File: config.mk
export PLATFORM = sky130hd
export DESIGN_NAME = bitop_exec_unit
export DESIGN_NICKNAME = d
export VERILOG_FILES = /design/src/rtl/bitop_pkg.sv /design/src/rtl/bitop_extract.sv /design/src/rtl/bitop_logic.sv /design/src/rtl/bitop_writeback.sv /design/src/rtl/bitop_exec_unit.sv
export SDC_FILE = /design/constraint.sdc
export NUM_CORES = 1
export LEC_CHECK = 0
export BUFFER_PORTS_ARGS = -buffer_cell sky130_fd_sc_hd__buf_2
export CAP_MARGIN = 10
export CORE_ASPECT_RATIO = 0.7
export CORE_UTILIZATION = 47
export CTS_CLUSTER_DIAMETER = 100
export DETAILED_ROUTE_END_ITERATION = 8
export PLACE_DENSITY = 0.79
export SLEW_MARGIN = 15
export SYNTH_ARGS = -nofsm -noshare
export SYNTH_HDL_FRONTEND = slang
export SYNTH_SLANG_ARGS = --single-unit
File: constraint.sdc
create_clock -name clk -period 1.2 [get_ports clk]
set_input_delay 0 -clock clk [delete_from_list [all_inputs] [get_ports clk]]
set_output_delay 0 -clock clk [all_outputs]
set_load 0.01 [all_outputs]
File: src/rtl/bitop_pkg.sv
package bitop_pkg;

    typedef enum logic [2:0] {
        CLS_PLAIN   = 3'd0,
        CLS_ACC_AND = 3'd1,
        CLS_ACC_OR  = 3'd2,
        CLS_SHIFT   = 3'd3,
        CLS_INSERT  = 3'd4
    } op_class_e;

    typedef enum logic [2:0] {
        FN_AND  = 3'd0,
        FN_ANDN = 3'd1,
        FN_NOR  = 3'd2,
        FN_OR   = 3'd3,
        FN_NAND = 3'd4,
        FN_ORN  = 3'd5,
        FN_XNOR = 3'd6,
        FN_XOR  = 3'd7
    } bool_fn_e;

    typedef enum logic {
        ST_IDLE = 1'b0,
        ST_EMIT = 1'b1
    } state_e;

    localparam int unsigned ACC_FN_LIMIT = 4;
    localparam int unsigned INS_FN_LIMIT = 2;

endpackage

File: src/rtl/bitop_extract.sv
module bitop_extract #(
    parameter int unsigned DATA_W = 32,
    parameter int unsigned POS_W  = $clog2(DATA_W)
) (
    input  logic [DATA_W-1:0] word_i,
    input  logic [POS_W-1:0]  pos_i,
    output logic              bit_o
);
    logic [DATA_W-1:0] shifted;

    always_comb begin
        shifted = word_i >> pos_i;
        bit_o   = shifted[0];
    end
endmodule

File: src/rtl/bitop_logic.sv
module bitop_logic
    import bitop_pkg::*;
(
    input  logic       a_i,
    input  logic       b_i,
    input  logic [2:0] fn_i,
    output logic       y_o
);
    always_comb begin
        unique case (bool_fn_e'(fn_i))
            FN_AND:  y_o = a_i & b_i;
            FN_ANDN: y_o = a_i & ~b_i;
            FN_NOR:  y_o = ~(a_i | b_i);
            FN_OR:   y_o = a_i | b_i;
            FN_NAND: y_o = ~(a_i & b_i);
            FN_ORN:  y_o = a_i | ~b_i;
            FN_XNOR: y_o = ~(a_i ^ b_i);
            FN_XOR:  y_o = a_i ^ b_i;
            default: y_o = 1'b0;
        endcase
    end
endmodule

File: src/rtl/bitop_writeback.sv
module bitop_writeback
    import bitop_pkg::*;
#(
    parameter int unsigned DATA_W = 32,
    parameter int unsigned POS_W  = $clog2(DATA_W)
) (
    input  logic [2:0]        cls_i,
    input  logic [2:0]        fn_i,
    input  logic              fn_bit_i,
    input  logic              b_bit_i,
    input  logic [DATA_W-1:0] src_a_i,
    input  logic [DATA_W-1:0] dst_old_i,
    input  logic [POS_W-1:0]  pos_a_i,
    output logic [DATA_W-1:0] result_o,
    output logic              error_o
);
    logic              ins_bit;
    logic [DATA_W-1:0] inserted;

    assign ins_bit = b_bit_i ^ fn_i[0];

    for (genvar gi = 0; gi < DATA_W; gi++) begin : g_ins
        assign inserted[gi] = (pos_a_i == POS_W'(gi)) ? ins_bit : src_a_i[gi];
    end

    always_comb begin
        result_o = '0;
        error_o  = 1'b0;
        unique case (cls_i)
            CLS_PLAIN: begin
                result_o[0] = fn_bit_i;
            end
            CLS_ACC_AND: begin
                if (32'(fn_i) < ACC_FN_LIMIT) begin
                    result_o    = dst_old_i;
                    result_o[0] = dst_old_i[0] & fn_bit_i;
                end else begin
                    error_o = 1'b1;
                end
            end
            CLS_ACC_OR: begin
                if (32'(fn_i) < ACC_FN_LIMIT) begin
                    result_o    = dst_old_i;
                    result_o[0] = dst_old_i[0] | fn_bit_i;
                end else begin
                    error_o = 1'b1;
                end
            end
            CLS_SHIFT: begin
                result_o = {dst_old_i[DATA_W-2:0], fn_bit_i};
            end
            CLS_INSERT: begin
                if (32'(fn_i) < INS_FN_LIMIT) begin
                    result_o = inserted;
                end else begin
                    error_o = 1'b1;
                end
            end
            default: begin
                error_o = 1'b1;
            end
        endcase
    end
endmodule

File: src/rtl/bitop_exec_unit.sv
module bitop_exec_unit
    import bitop_pkg::*;
#(
    parameter int unsigned DATA_W = 32,
    parameter int unsigned POS_W  = $clog2(DATA_W)
) (
    input  logic              clk,
    input  logic              rst_n,
    input  logic              in_valid,
    input  logic [DATA_W-1:0] src_a,
    input  logic [DATA_W-1:0] src_b,
    input  logic [DATA_W-1:0] dst_old,
    input  logic [POS_W-1:0]  pos_a,
    input  logic [POS_W-1:0]  pos_b,
    input  logic [2:0]        op_class,
    input  logic [2:0]        op_sel,
    output logic              out_valid,
    output logic [DATA_W-1:0] out_result,
    output logic              out_error
);
    state_e            state_q, state_d;
    logic              bit_a, bit_b, fn_bit;
    logic [DATA_W-1:0] wb_result;
    logic              wb_error;

    bitop_extract #(.DATA_W(DATA_W), .POS_W(POS_W)) u_pick_a (
        .word_i(src_a), .pos_i(pos_a), .bit_o(bit_a)
    );

    bitop_extract #(.DATA_W(DATA_W), .POS_W(POS_W)) u_pick_b (
        .word_i(src_b), .pos_i(pos_b), .bit_o(bit_b)
    );

    bitop_logic u_fn (
        .a_i(bit_a), .b_i(bit_b), .fn_i(op_sel), .y_o(fn_bit)
    );

    bitop_writeback #(.DATA_W(DATA_W), .POS_W(POS_W)) u_wb (
        .cls_i(op_class), .fn_i(op_sel), .fn_bit_i(fn_bit), .b_bit_i(bit_b),
        .src_a_i(src_a), .dst_old_i(dst_old), .pos_a_i(pos_a),
        .result_o(wb_result), .error_o(wb_error)
    );

    // next state: ACCEPT / STREAM on in_valid, DRAIN / REST otherwise
    always_comb begin
        unique case (state_q)
            ST_IDLE: state_d = in_valid ? ST_EMIT : ST_IDLE;
            ST_EMIT: state_d = in_valid ? ST_EMIT : ST_IDLE;
            default: state_d = ST_IDLE;
        endcase
    end

    always_ff @(posedge clk or negedge rst_n) begin
        if (!rst_n) begin
            state_q <= ST_IDLE;
        end else begin
            state_q <= state_d;
        end
    end

    always_ff @(posedge clk or negedge rst_n) begin
        if (!rst_n) begin
            out_result <= '0;
            out_error  <= 1'b0;
        end else if (in_valid) begin
            out_result <= wb_result;
            out_error  <= wb_error;
        end
    end

    always_comb begin
        out_valid = (state_q == ST_EMIT);
    end

    p_valid_follows_r7: assert property (@(posedge clk) disable iff (!rst_n)
        in_valid |=> out_valid);

    p_no_spurious_valid_r7: assert property (@(posedge clk) disable iff (!rst_n)
        !in_valid |=> !out_valid);

    p_error_zero_r6: assert property (@(posedge clk) disable iff (!rst_n)
        out_error |-> (out_result == '0));

    p_plain_upper_r2: assert property (@(posedge clk) disable iff (!rst_n)
        (out_valid && !out_error && $past(op_class) == 3'(CLS_PLAIN))
        |-> (out_result[DATA_W-1:1] == '0));

    p_acc_upper_r3: assert property (@(posedge clk) disable iff (!rst_n)
        (out_valid && !out_error &&
         ($past(op_class) == 3'(CLS_ACC_AND) || $past(op_class) == 3'(CLS_ACC_OR)))
        |-> (out_result[DATA_W-1:1] == $past(dst_old[DATA_W-1:1])));

    p_shift_body_r4: assert property (@(posedge clk) disable iff (!rst_n)
        (out_valid && !out_error && $past(op_class) == 3'(CLS_SHIFT))
        |-> (out_result[DATA_W-1:1] == $past(dst_old[DATA_W-2:0])));

    p_insert_one_bit_r5: assert property (@(posedge clk) disable iff (!rst_n)
        (out_valid && !out_error && $past(op_class) == 3'(CLS_INSERT))
        |-> ($countones(out_result ^ $past(src_a)) <= 1));

endmodule

==> summary.txt <==
Synthesis
  • Cell area after synthesis: 0.00304 mm2
  • Commonest cells in the netlist: 42 x nor2_1, 37 x a21oi_1, 35 x a22oi_1, 34 x dfrtp_1, 31 x a221oi_1
  • Main combinational cell family by area after synthesis: compound AO/OA/AOI/OAI gates
  • Post-synthesis mux area share: 13.3%
  • Post-synth EDFFs: 0
  • Simple-gate share of the synthesized area: 14.9%
  • Syn Area/Cell: 8.89 um2
  • Primary FF master, synth: dfrtp_1
  • Cell with the most instances after synthesis: nor2_1
  • Seq/Total Area, Yosys: 28.0%
  • Dominant cells by area after synthesis: dfrtp_1 28%, a221oi_1 8.9%, a22oi_1 8.6%
  • Synth cell types: 42
  • Ys Warns: 0
  • Compound-Gate Fraction of Synth Area: 34.2%
  • Share of the synthesized area in the top cell type: 28.0%
  • Synthesized netlist net count: 461
  • Synth Area in Adders: 1.65%
  • Synthesized instance count: 342
  • Share of synthesized flip-flops with an asynchronous set or reset: 100%
  • Xor and xnor area share after synthesis: 1.77%
  • Seq cells post-synth: 34
  • Cell taking the most area after synthesis: dfrtp_1

Clock tree
  • Root buf cell: clkbuf_8
  • CTS Buf Count: 5
  • Maximum root-to-sink buffer count: 2
  • Total clock sinks: 34
  • CTS tree: yes
  • CTS H-tree lvls: 2
  • Worst-path clk slew: 0.07 ns
  • Worst-Skew Late Latency: 0.28 ns

Global routing
  • Initial antenna violation count: 0
  • Vias in the first global route: 4085
  • First-pass GRT wire length: 21.1 mm
  • Grt total ovfl: 0
  • Largest net degree at the start of global routing: 21
  • GRT Overall Usage: 39.9%

Finish
  • Post-Layout Cell Count: 627
  • Layout cell share with drive strength beyond 1: 52.3%
  • NumNets Final: 669
  • Final Util: 82.2%
  • Area grow syn2layout: 68.9%
  • # diodes: 0

Placement
  • PortBufs: 148
  • DP Wirelength: 9.43 mm
  • Final Wtd Congestion: 0.929
  • Placed Cells: 599

Power
  • Leak: 2.36 nW
  • Maximum VDD drop: 0.408 mV
  • Overall Power: 4.06 mW
  • P per Cell Area: 790 mW/mm2

Die
  • Core area: 0.00625 mm2
  • Floorplan row count: 24
  • I/O pin total: 149
  • Die ar.: 0.00680 mm2
  • DIE HEIGHT: 69.3 um
  • Width of the die: 98.1 um
  • Initial Util: 48.7%

Route
  • Antenna viol nets, final: 0
  • DR DRC count: 1
  • First drt pass iteration count: 9
  • Routed wire length: 15.0 mm
  • Via-per-instance ratio: 6.92
  • Initial DRC Count: 663
  • Wire per inst: 24.0 um
  • Vias: 4338

Setup path
  • Startpoint types: input port
  • Worst Setup End Kind: flop
  • R2r worst-path depth: 2
  • CP Launch Point: pos_a[1]
  • Worst setup path class: in2reg
  • Worst Path Arrival: 2.41 ns
  • Crit-path max FO: 3
  • Critical R2R Launch: out_result[12]
  • Req. time, crit path: 1.37 ns

STA
  • WHS: 0.00634 ns
  • Setup WS post-layout: -1.05 ns
  • Min Tclk post-route: 2.25 ns
  • Worst slew margin: 52.4%
  • Setup violations, final: 32
  • Clock skew: 0 ns
  • RSZ-0062 raised after global routing: true
  • Fin. Hold Viols: 0
  • Fmax: 0.445 GHz
  • Slew Viols, Final: 0
  • Final period utilization: 187%
  • Worst Tran Pin Value: 0.697 ns

Status
  • Violated checks: design-rule violations, negative setup slack
  • Status: complete, but fails checks

Hold path
  • Hold Path Stages: 3
  • HP Start: src_a[6]
  • Worst min-delay path class: in2reg

Run
  • Maxcap violations: 0
==> critical path, cell delays in order <==
cell and delay [ns]:
buf_8 0.10, mux4_2 0.52, mux4_2 0.50, mux2i_2 0.19, inv_1 0.12, ha_4 0.18
xnor2_2 0.15, nor2_1 0.07, a211oi_1 0.25, a21oi_1 0.12, a21oi_2 0.14, o41ai_2 0.07
==> per-layer routing <==
| metal | track usage [%] | part of all wire, % | vias to the layer above |
|---|---|---|---|
| met1 | 54.0 | 36 | 2043 |
| met5 | 1.54 | 0 | - |
| li1 | - | - | 1773 |
| met4 | 12.1 | 4.5 | 0 |
| met3 | 11.3 | 15 | 94 |
| met2 | 62.4 | 44 | 428 |
==> path summary, 6_finish.rpt <==
check | to | slack (ns)
max in group asynchronous | out_result[0] | 0.56
max | out_result[0] | -1.05
min reg2reg | out_error | 0.53
min | out_result[6] | 0.006
min in group asynchronous | out_result[24] | 0.19
max reg2reg | out_result[12] | 0.01
==> metrics by stage <==
step | setup TNS, ns | area [um2] | setup WS, ns
global route | -10.91 | 5140 | -1.15
detailed placement | -18.04 | 4300 | -1.45
finish | -9.16 | 5140 | -1.05
CTS | -8.60 | 4870 | -0.887
global placement | -16.13 | 4300 | -1.35
floorplan | -6.06 | 3090 | -1.04
==> cell usage in the layout (no fill, tap or decap), types with 10 or more instances in the layout <==
cell type      instances
a22oi_1               35
buf_12                14
o31ai_4               18
dfrtp_1               34
a221oi_2              12
mux2i_1               17
mux4_2                10
buf_4                 51
dlygate4sd3_1         16
nand2_1               17
a221oi_1              19
nor2_1                41
o31ai_2               10
buf_2                145
a21oi_1               36
==> logic make-up (layout without fill, tap and decap cells) <==
group,Yosys count,count (layout)
and+or+nand+nor,93,93
buffers and inverters,36,243
muxes,28,28
adders and majority gates,4,4
DFF,34,34
xor gates and xnor gates,4,4
AOI/OAI and AO/OA,143,143
==> timing repair <==
item / 4_1_cts / 5_1_grt
hold endpoints to repair: 49 / 0
pin swaps: 6 / 6
setup endpoints to repair: 32 / 32
gates resized for setup: 47 / 44
gates cloned: 2 / 0
buffers inserted: 6 / 1
hold buffers: 16 / 0
==> power by group <==
| group | internal (mW) | leakage (nW) | switching (mW) | total (mW) |
|---|---|---|---|---|
| sequential | 1.22 | 0.460 | 0.0507 | 1.27 |
| clock | 0.443 | 0.0431 | 0.416 | 0.859 |
| combinational | 0.922 | 1.86 | 1.01 | 1.93 |
==> registers in the layout (all words and copies together) (netlist names) <==
name,flops
out_error,1
out_result,32
out_valid,1
==> cell type report <==
type                    count  area [um2]
repair buffers            232        1640
well taps                  78        97.6
fillers                   336        1110
clock buffers               6        82.6
multi-input cells         272        2450
flip-flops and latches     34         851
inverters                   5        18.8
Note: power is estimated with default switching activity, not from simulation.
